[config.mk]
export PLATFORM = sky130hd
export DESIGN_NAME = sysctl_regbank
export DESIGN_NICKNAME = d
export VERILOG_FILES = /design/src/rtl/sysctl_pkg.sv /design/src/rtl/sysctl_decode.sv /design/src/rtl/sysctl_desc_rom.sv /design/src/rtl/sysctl_refcnt.sv /design/src/rtl/sysctl_regbank.sv
export SDC_FILE = /design/constraint.sdc
export NUM_CORES = 1
export LEC_CHECK = 0
export BUFFER_PORTS_ARGS = -buffer_cell sky130_fd_sc_hd__buf_4
export CAP_MARGIN = 10
export CORE_MARGIN = 4
export CORE_UTILIZATION = 39
export DETAILED_ROUTE_END_ITERATION = 7
export HOLD_SLACK_MARGIN = 0.12
export PLACE_DENSITY = 0.58
export SYNTH_ARGS = -nofsm -noshare
export SYNTH_HDL_FRONTEND = slang
export SYNTH_SLANG_ARGS = --single-unit
export TNS_END_PERCENT = 1
[constraint.sdc]
create_clock -name clk_i -period 4.1 [get_ports clk_i]
set_input_delay 0.205 -clock clk_i [delete_from_list [all_inputs] [get_ports clk_i]]
set_output_delay 0.205 -clock clk_i [all_outputs]
set_load 0.02 [all_outputs]
[src/rtl/sysctl_pkg.sv]
package sysctl_pkg;

    localparam logic [31:0] ID_WORD     = 32'h411A_3001;
    localparam logic [31:0] STAT_WORD   = 32'h0010_0000;
    localparam logic [15:0] LOCK_KEY    = 16'hA05F;
    localparam logic [31:0] OSC_RST     = 32'h0100_0048;
    localparam logic [31:0] AUX_RST     = 32'h0007_FEFF;
    localparam logic [31:0] INIT_RST    = 32'h0000_0112;
    localparam logic [31:0] SDRAM_BASE  = 32'h0001_1122;
    localparam int          NAME_FIRST  = 73;
    localparam int          NAME_LEN    = 11;
    localparam logic [8*NAME_LEN-1:0] DESC_NAME = "GENERIC-MEM";

    typedef enum logic [3:0] {
        RID_NONE, RID_ID, RID_OSC, RID_CTRL, RID_STAT, RID_LOCK, RID_AUX,
        RID_SDRAM, RID_INIT, RID_CNT, RID_FLG, RID_FLGC, RID_NV, RID_NVC,
        RID_DESC
    } reg_id_e;

    function automatic logic [31:0] sdram_reset(input int mem_mb);
        logic [31:0] code;
        if (mem_mb >= 256)      code = 32'h10;
        else if (mem_mb >= 128) code = 32'h0C;
        else if (mem_mb >= 64)  code = 32'h08;
        else if (mem_mb >= 32)  code = 32'h04;
        else                    code = 32'h00;
        return SDRAM_BASE | code;
    endfunction

endpackage

[src/rtl/sysctl_decode.sv]
module sysctl_decode
    import sysctl_pkg::*;
#(
    parameter int ADDR_W = 12
) (
    input  logic [ADDR_W-1:0] addr_i,
    input  logic              wr_i,
    output reg_id_e           reg_id_o,
    output logic              acc_ok_o
);
    localparam int WIN_BIT = 8;

    always_comb begin
        reg_id_o = RID_NONE;
        if (addr_i[ADDR_W-1:WIN_BIT+1] == '0) begin
            if (addr_i[WIN_BIT]) begin
                reg_id_o = RID_DESC;
            end else begin
                case (addr_i[WIN_BIT-1:2])
                    6'd0:    reg_id_o = RID_ID;
                    6'd2:    reg_id_o = RID_OSC;
                    6'd3:    reg_id_o = RID_CTRL;
                    6'd4:    reg_id_o = RID_STAT;
                    6'd5:    reg_id_o = RID_LOCK;
                    6'd7:    reg_id_o = RID_AUX;
                    6'd8:    reg_id_o = RID_SDRAM;
                    6'd9:    reg_id_o = RID_INIT;
                    6'd10:   reg_id_o = RID_CNT;
                    6'd12:   reg_id_o = RID_FLG;
                    6'd13:   reg_id_o = RID_FLGC;
                    6'd14:   reg_id_o = RID_NV;
                    6'd15:   reg_id_o = RID_NVC;
                    default: reg_id_o = RID_NONE;
                endcase
            end
        end
    end

    always_comb begin
        case (reg_id_o)
            RID_NONE:                            acc_ok_o = 1'b0;
            RID_ID, RID_STAT, RID_CNT, RID_DESC: acc_ok_o = !wr_i;
            RID_FLGC, RID_NVC:                   acc_ok_o = wr_i;
            default:                             acc_ok_o = 1'b1;
        endcase
    end
endmodule

[src/rtl/sysctl_desc_rom.sv]
module sysctl_desc_rom
    import sysctl_pkg::*;
#(
    parameter int IDX_W = 7
) (
    input  logic [IDX_W-1:0] idx_i,
    output logic [7:0]       byte_o
);
    localparam int NAME_LAST = NAME_FIRST + NAME_LEN - 1;

    always_comb begin
        byte_o = 8'h00;
        for (int k = 0; k < NAME_LEN; k++) begin
            if (int'(idx_i) == NAME_FIRST + k)
                byte_o = DESC_NAME[8*(NAME_LEN-1-k) +: 8];
        end
    end

    initial begin
        if (NAME_LAST >= (1 << IDX_W)) $error("descriptor name exceeds table");
    end
endmodule

[src/rtl/sysctl_refcnt.sv]
module sysctl_refcnt #(
    parameter int CNT_W = 32
) (
    input  logic             clk_i,
    input  logic             rst_ni,
    input  logic             tick_i,
    output logic [CNT_W-1:0] count_o
);
    logic [CNT_W-1:0] cnt_d, cnt_q;

    always_comb begin
        cnt_d = cnt_q;
        if (tick_i) cnt_d = cnt_q + 1'b1;
    end

    always_ff @(posedge clk_i) begin
        if (!rst_ni) cnt_q <= '0;
        else         cnt_q <= cnt_d;
    end

    assign count_o = cnt_q;


    cnt_step_chk: assert property (@(posedge clk_i) disable iff (!rst_ni)
        tick_i |=> (cnt_q == $past(cnt_q) + 1'b1));


    cnt_hold_chk: assert property (@(posedge clk_i) disable iff (!rst_ni)
        !tick_i |=> $stable(cnt_q));
endmodule

[src/rtl/sysctl_regbank.sv]
module sysctl_regbank
    import sysctl_pkg::*;
#(
    parameter int ADDR_W = 12,
    parameter int MEM_MB = 128,
    parameter int CNT_W  = 32
) (
    input  logic              clk_i,
    input  logic              rst_ni,
    input  logic              ref_tick_i,
    input  logic              bus_sel_i,
    input  logic              bus_wr_i,
    input  logic [ADDR_W-1:0] bus_addr_i,
    input  logic [31:0]       bus_wdata_i,
    output logic [31:0]       bus_rdata_o,
    output logic              bus_err_o,
    output logic              boot_remap_o,
    output logic              reset_req_o
);
    localparam int          IDX_W       = 7;
    localparam logic [31:0] SDRAM_RST   = sdram_reset(MEM_MB);
    localparam int          CTRL_LED    = 0;
    localparam int          CTRL_REMAP  = 2;
    localparam int          CTRL_RESET  = 3;

    typedef struct packed {
        logic [31:0] osc;
        logic [31:0] aux;
        logic [31:0] sdram;
        logic [31:0] init;
        logic [31:0] flags;
        logic [31:0] nvflags;
        logic [15:0] lock;
        logic        led;
        logic        remap;
        logic        rst_req;
        logic [31:0] rdata;
        logic        err;
    } state_t;

    state_t          st_d, st_q;
    reg_id_e         reg_id;
    logic            acc_ok;
    logic [7:0]      desc_byte;
    logic [CNT_W-1:0] ref_count;
    logic            unlocked;

    sysctl_decode #(.ADDR_W(ADDR_W)) decode_i (
        .addr_i   (bus_addr_i),
        .wr_i     (bus_wr_i),
        .reg_id_o (reg_id),
        .acc_ok_o (acc_ok)
    );

    sysctl_desc_rom #(.IDX_W(IDX_W)) rom_i (
        .idx_i  (bus_addr_i[IDX_W+1:2]),
        .byte_o (desc_byte)
    );

    sysctl_refcnt #(.CNT_W(CNT_W)) cnt_i (
        .clk_i   (clk_i),
        .rst_ni  (rst_ni),
        .tick_i  (ref_tick_i),
        .count_o (ref_count)
    );

    assign unlocked = (st_q.lock == LOCK_KEY);

    always_comb begin
        st_d         = st_q;
        st_d.rst_req = 1'b0;
        st_d.rdata   = '0;
        st_d.err     = 1'b0;
        if (bus_sel_i) begin
            if (!acc_ok) begin
                st_d.err = 1'b1;
            end else if (bus_wr_i) begin
                case (reg_id)
                    RID_OSC:   if (unlocked) st_d.osc = bus_wdata_i;
                    RID_AUX:   if (unlocked) st_d.aux = bus_wdata_i;
                    RID_CTRL: begin
                        st_d.led     = bus_wdata_i[CTRL_LED];
                        st_d.remap   = bus_wdata_i[CTRL_REMAP];
                        st_d.rst_req = bus_wdata_i[CTRL_RESET] && !st_q.rst_req;
                    end
                    RID_LOCK:  st_d.lock    = bus_wdata_i[15:0];
                    RID_SDRAM: st_d.sdram   = bus_wdata_i;
                    RID_INIT:  st_d.init    = bus_wdata_i;
                    RID_FLG:   st_d.flags   = st_q.flags | bus_wdata_i;
                    RID_FLGC:  st_d.flags   = st_q.flags & ~bus_wdata_i;
                    RID_NV:    st_d.nvflags = st_q.nvflags | bus_wdata_i;
                    RID_NVC:   st_d.nvflags = st_q.nvflags & ~bus_wdata_i;
                    default: ;
                endcase
            end else begin
                case (reg_id)
                    RID_ID:    st_d.rdata = ID_WORD;
                    RID_STAT:  st_d.rdata = STAT_WORD;
                    RID_OSC:   st_d.rdata = st_q.osc;
                    RID_AUX:   st_d.rdata = st_q.aux;
                    RID_CTRL: begin
                        st_d.rdata[CTRL_LED]   = st_q.led;
                        st_d.rdata[CTRL_REMAP] = st_q.remap;
                    end
                    RID_LOCK:  st_d.rdata = {15'd0, unlocked, st_q.lock};
                    RID_SDRAM: st_d.rdata = st_q.sdram;
                    RID_INIT:  st_d.rdata = st_q.init;
                    RID_CNT:   st_d.rdata = 32'(ref_count);
                    RID_FLG:   st_d.rdata = st_q.flags;
                    RID_NV:    st_d.rdata = st_q.nvflags;
                    RID_DESC:  if (!bus_addr_i[7]) st_d.rdata = {24'd0, desc_byte};
                    default: ;
                endcase
            end
        end
    end

    always_ff @(posedge clk_i) begin
        if (!rst_ni) begin
            st_q         <= '0;
            st_q.osc     <= OSC_RST;
            st_q.aux     <= AUX_RST;
            st_q.sdram   <= SDRAM_RST;
            st_q.init    <= INIT_RST;
        end else begin
            st_q <= st_d;
        end
    end

    assign bus_rdata_o  = st_q.rdata;
    assign bus_err_o    = st_q.err;
    assign boot_remap_o = st_q.remap;
    assign reset_req_o  = st_q.rst_req;


    rst_pulse_chk: assert property (@(posedge clk_i) disable iff (!rst_ni)
        reset_req_o |=> !reset_req_o);


    osc_locked_chk: assert property (@(posedge clk_i) disable iff (!rst_ni)
        (bus_sel_i && bus_wr_i && acc_ok && (reg_id == RID_OSC) && !unlocked)
        |=> $stable(st_q.osc));


    flag_clr_chk: assert property (@(posedge clk_i) disable iff (!rst_ni)
        (bus_sel_i && bus_wr_i && (reg_id == RID_FLGC))
        |=> ((st_q.flags & $past(bus_wdata_i)) == '0));


    err_zero_chk: assert property (@(posedge clk_i) disable iff (!rst_ni)
        bus_err_o |-> (bus_rdata_o == '0));


    lock_rd_chk: assert property (@(posedge clk_i) disable iff (!rst_ni)
        (bus_sel_i && !bus_wr_i && (reg_id == RID_LOCK))
        |=> (bus_rdata_o[31:17] == '0));
endmodule

==> impl_metrics.yaml, run 1 <==
power_and_ir_drop:
  power.leakage_uw: 0.005078
  power_density_mw_per_mm2: 386.9
  peakVddDrop_mv: 0.3219
sta:
  hold_viol_final: 0
  min_period_ns: 2.762
  slew_viol_final: 0
  setup_viol: 0
  setup_tns_ns: 0
  slew_headroom_pct: 21.89
  worst_pin_slew_ns: 1.172
  min_period_over_period_pct: 67.38
  fmax_mhz: 362.0
  rsz0062_at_grt: "false"
  skew_ns: 0.007555
  finalWorstSetupSlack_ns: 1.338
clock_tree:
  post-cts-setup-buffers: 0
  htreeDepth: 1
  cts_tree: "yes"
  clock_sinks: 276
  clk_pin_slew_ns: 0.06
  clk_latency_ns: 0.55
  cts-root-buf: "clkbuf_16"
  cts_buffers: 30
  clock_path_buffers: 3
job:
  cap_violations: 0
final_layout:
  final-seq-area_mm2: 0.005525
  drive_gt1_share_pct: 13.19
  fin_util_pct: 46.38
  final_common_cell: "nand2_1"
  layout_common_cells: "nand2_1, dfxtp_1, a21oi_1, buf_4, nand3_1"
  fin_cells: 1913
  n_fill_cell: 2994
  multi_input_area_mm2: 0.005962
  layout.nets: 1555
  area_growth_pct: 16.25
route:
  drt-vias-per-instance: 5.744
  initialDrtViolationCount: 1306
  drtPass1Iterations: 8
  drc: 0
  vias: 10990
  routed_wl_um: 40330
  wl_per_cell_um: 21.08
  ant_nets: 0
global_routing:
  antenna_found_initial: 0
  grt_pass1_wl_um: 61780
  grt_max_degree: 100
  grt_remaining_overflow: 0
  grt_pass1_vias: 10270
  grt_use_total_pct: 22.76
critical_path:
  path_class: "input port to flop"
  cp.required_ns: 4.56
  startpoint_type: "input port"
  critPathMaxFanout: 24
  endpoint_kind: "flop"
  cp.arrival_ns: 3.22
floorplanning:
  floorplan.die_area_mm2: 0.03444
  placementRows: 64
  die_h_um: 185.6
  start_util_pct: 39.89
  core_mm2: 0.03083
  fp.dieW_um: 185.6
  io_pins: 84
yosys:
  synthFlopType: "dfxtp_1"
  ys_seq_elements: 276
  yosysWarnings: 0
  synth_area_mm2: 0.01230
  synth.distinct_cells: 65
  async_reset_ff_share_pct: 0
  syn-num-nets: 1533
  synth-seq-area-share_pct: 44.92
  syn_avg_cell_area_um2: 8.322
  synth-edff-count: 0
  syn_inst: 1478
placement:
  dp_slack_ns: 0.8344
  place_inst: 1829
  hpwl_um: 24560
  numPortBuffers: 81
  gp_congestion: 0.8634
run_status:
  status: "finished clean"
min_path:
  hold_class: "input port to flop"
==> worst max-delay path: stages <==
cell	delay, ns
buf_4	0.13
inv_1	0.10
ha_1	0.35
nand2b_1	0.16
and3_1	0.26
or4_1	0.69
buf_4	0.25
nor4_4	0.53
buf_12	0.29
nand2_1	0.07
a21boi_0	0.17
==> synth_stat cells, drive strengths merged (4+ instances only) <==
cell type / count / area, um^2
mux2i: 40 / 400.4
a211oi: 36 / 270.3
and4: 4 / 35.03
a21boi: 43 / 322.8
nand4: 11 / 68.82
o21ai: 21 / 108.9
ha: 6 / 75.07
nor2b: 8 / 50.05
o211ai: 4 / 30.03
a221oi: 20 / 175.2
o2bb2ai: 5 / 43.79
nor2: 80 / 307.8
xnor2: 12 / 105.1
xor2: 14 / 122.6
dfxtp: 276 / 5525
nor4: 8 / 86.33
inv: 10 / 37.54
clkbuf: 78 / 292.8
mux2: 8 / 90.09
buf: 88 / 546.8
nand2: 328 / 1231
and2: 7 / 43.79
a22oi: 26 / 195.2
a31oi: 23 / 143.9
or3: 8 / 50.05
a222oi: 25 / 250.2
nand3: 80 / 400.4
and3: 8 / 50.05
nor3: 21 / 147.6
a22o: 17 / 148.9
a21oi: 130 / 650.6
==> what timing repair did <==
| action | CTS | global route |
|---|---|---|
| gates resized for setup | 0 | 0 |
| hold buffers | 35 | 0 |
| hold endpoints to repair | 216 | 0 |
==> logic make-up after synthesis <==
| kind of cell | count (synthesis) | synth area share, % |
|---|---|---|
| AO/OA/AOI/OAI | 369 | 20.53 |
| multiplexers | 48 | 3.988 |
| XOR/XNOR | 26 | 1.851 |
| buffers and inverters | 177 | 7.162 |
| adder cells (fa/ha/maj) | 6 | 0.6104 |
| AND/OR/NAND/NOR | 576 | 20.94 |
| flip-flops | 276 | 44.92 |
==> metrics by stage <==
stage          total power (uW)  hold WS, ns  instance area, um^2
3_3_place_gp               2984       0.4382                13020
4_1_cts                    5576       0.1974                14300
2_1_floorplan              2895       0.3526                12300
6_report                   5532       0.2097                14300
3_5_place_dp               2986       0.4451                13020
5_1_grt                    5710       0.2191                14300
==> final timing paths <==
| path | start | end | slack [ns] | depth (start not counted) |
|---|---|---|---|---|
| worst max-delay path | bus_addr_i[2] | st_q[171] | 1.34 | 11 |
| worst min-delay path | rst_ni | bus_rdata_o[30] | 0.21 | 4 |
| worst max register to register | st_q[49] | st_q[226] | 1.49 | 7 |
| worst min register to register | flop | flop | 0.45 | 2 |
==> cell type report <==
type,count,share of cell area (%)
sequential,276,38.65
tap,396,3.465
antenna,1,0.01750
clock inverter,6,0.3851
inverter,11,0.3063
multi-input combinational,1025,41.70
timing repair buffer,156,9.416
clock buffer,42,6.065
==> where the power goes <==
group | total (uW) | internal [uW] | switching [uW] | leakage, uW
clock | 2570 | 1510 | 1060 | 0.000459
combinational | 270 | 95.5 | 174 | 0.00240
sequential | 2690 | 2690 | 4.14 | 0.00222
==> per-layer routing <==
metal / up-vias / global-route usage, % / part of all wire (%)
met5: - / 0 / 0
met4: 0 / 5.217 / 1.9
met3: 57 / 3.869 / 7.7
met2: 443 / 35.83 / 45
met1: 5273 / 32.84 / 46
li1: 5216 / - / -
No activity file was read; power rests on OpenSTA's default activity.
==> run 2, diff against run 1 <==
clock period = 2.6 ns   (was 4.1 ns; I/O delays follow)
==> run 2 against run 1 <==
Compared with the run above:
- combinational power rose by 74%
- cell count up 3.7%
- clock skew up 0.0061 ns
- first-iteration DRC count shrank 13%
- utilization rose by 2.6 points
- worst hold slack better by 0.094 ns
- sequential share of layout area down 2.1 points
- global-route usage rose by 0.37 points
- die area unchanged
- critical path type is now flop to flop
- largest cell class unchanged
==> impl_metrics.yaml, run 2 (synthesis results as in run 1) <==
final_layout:
  multi_input_area_mm2: 0.005953
  area_growth_pct: 22.87
  layout_common_cells: "nand2_1, dfxtp_1, buf_4, a21oi_1, nand3_1"
  final_common_cell: "nand2_1"
  final_cell_area_mm2: 0.01511
  final-seq-area_mm2: 0.005525
  layout.nets: 1619
  fin_util_pct: 49.02
  n_fill_cell: 2931
  n_antenna_cell: 0
  drive_gt1_share_pct: 16.94
route:
  wl_per_cell_um: 20.57
  drt-vias-per-instance: 5.705
  ant_nets: 0
  met2WireLength_um: 18010
  wl_met3_um: 3365
  drtPass1Iterations: 6
  drc: 0
  routed_wl_um: 40810
  top_layer: "met4"
  initialDrtViolationCount: 1130
  vias: 11320
  m1WireLength_um: 18470
critical_path:
  path_class: "flop to flop"
  cp.required_ns: 3.04
  reg2reg_from: "cnt_i.count_o[5]"
  critPathMaxFanout: 7
  startpoint_type: "flop"
  cp.arrival_ns: 2.77
  startpoint: "cnt_i.count_o[5]"
  endpoint_kind: "flop"
global_routing:
  grt_remaining_overflow: 0
  grt_max_degree: 79
  grt_pass1_vias: 10780
  grt_pass1_wl_um: 63090
  antenna_found_initial: 0
  grt_use_total_pct: 23.13
power_and_ir_drop:
  power_density_mw_per_mm2: 606.3
  finalPower_uw: 9162
  power.leakage_uw: 0.005513
  peakVddDrop_mv: 0.4284
placement:
  numPortBuffers: 81
  gp_congestion: 0.8811
  hpwl_um: 26010
  dp_slack_ns: -0.1894
  dpl_cell_area_mm2: 0.01370
clock_tree:
  hold_buffers: 36
  cts-root-buf: "clkbuf_16"
  htreeDepth: 1
  clock_path_buffers: 3
  post-cts-setup-buffers: 0
  clk_latency_ns: 0.55
  cts_buffers: 30
  clock_sinks: 276
  clk_pin_slew_ns: 0.06
  cts_resized: 0
  cts_tree: "yes"
floorplanning:
  floorplan.die_area_mm2: 0.03444
  core_mm2: 0.03083
  placementRows: 64
  io_pins: 84
  start_util_pct: 39.89
  die_h_um: 185.6
  fp.dieW_um: 185.6
min_path:
  hold_class: "input port to flop"
  min_from: "bus_addr_i[7]"
sta:
  setup_viol: 0
  skew_ns: 0.01362
  min_period_ns: 2.330
  min_period_over_period_pct: 89.61
  fmax_mhz: 429.2
  timing.hold.ws_ns: 0.3034
  rsz0062_at_grt: "false"
  hold_viol_final: 0
  finalWorstSetupSlack_ns: 0.2701
  slew_headroom_pct: 47.56
  slew_viol_final: 0
  worst_pin_slew_ns: 0.7814
run_status:
  status: "finished clean"
job:
  cap_violations: 0
==> run 2: changes by cell type in the layout (fill, tap and decap cells not counted) <==
cell           change
buf_12            +17
buf_4             +46
bufinv_16          +2
clkbuf_8           +4
clkinvlp_4         +2
diode_2            -1
dlygate4sd3_1      +1
nor3_1             +1
nor3_2             -1
o21ai_1            +1
o21ai_2            -1
==> run 2: layout make-up <==
cell class / instances / share of cell area, %
Inverter: 11 / 0.2898
Clock buffer: 46 / 6.102
Timing Repair Buffer: 220 / 13.51
Tap cell: 396 / 3.279
Sequential cell: 276 / 36.56
Clock inverter: 10 / 0.8611
Multi-Input combinational cell: 1025 / 39.39
==> run 2: final timing paths <==
kind / slack (ns) / to / depth (start not counted)
setup / recovery: 0.27 / cnt_i.count_o[31] / 8
hold / removal: 0.30 / bus_rdata_o[6] / 4
setup reg to reg: 0.27 / cnt_i.count_o[31] / 8
hold reg to reg: 0.45 / flop / 2
==> run 2: worst max-delay path, cell delays in order (launching register included) <==
cell     delay, ns
dfxtp_1       0.50
and4_1        0.27
nand3_1       0.18
nor3_1        0.35
buf_4         0.21
nand3_1       0.22
nor3_1        0.25
xor2_1        0.09
and2_1        0.16
==> run 2: routing by layer <==
metal	track usage [%]	up-vias
met3	3.440	72
met2	35.53	470
met1	33.85	5421
li1	-	5356
met5	0	-
met4	6.674	0
==> run 2: stage by stage <==
step	setup TNS, ns	instances
2_1_floorplan	0	1478
3_3_place_gp	-1.385	1892
3_5_place_dp	-1.820	1892
4_1_cts	0	1984
5_1_grt	0	1984
6_report	0	1984
==> run 2: where the power goes <==
part / switching, uW / internal (uW)
combinational: 284 / 184
clock: 1730 / 2730
sequential: 7.52 / 4230
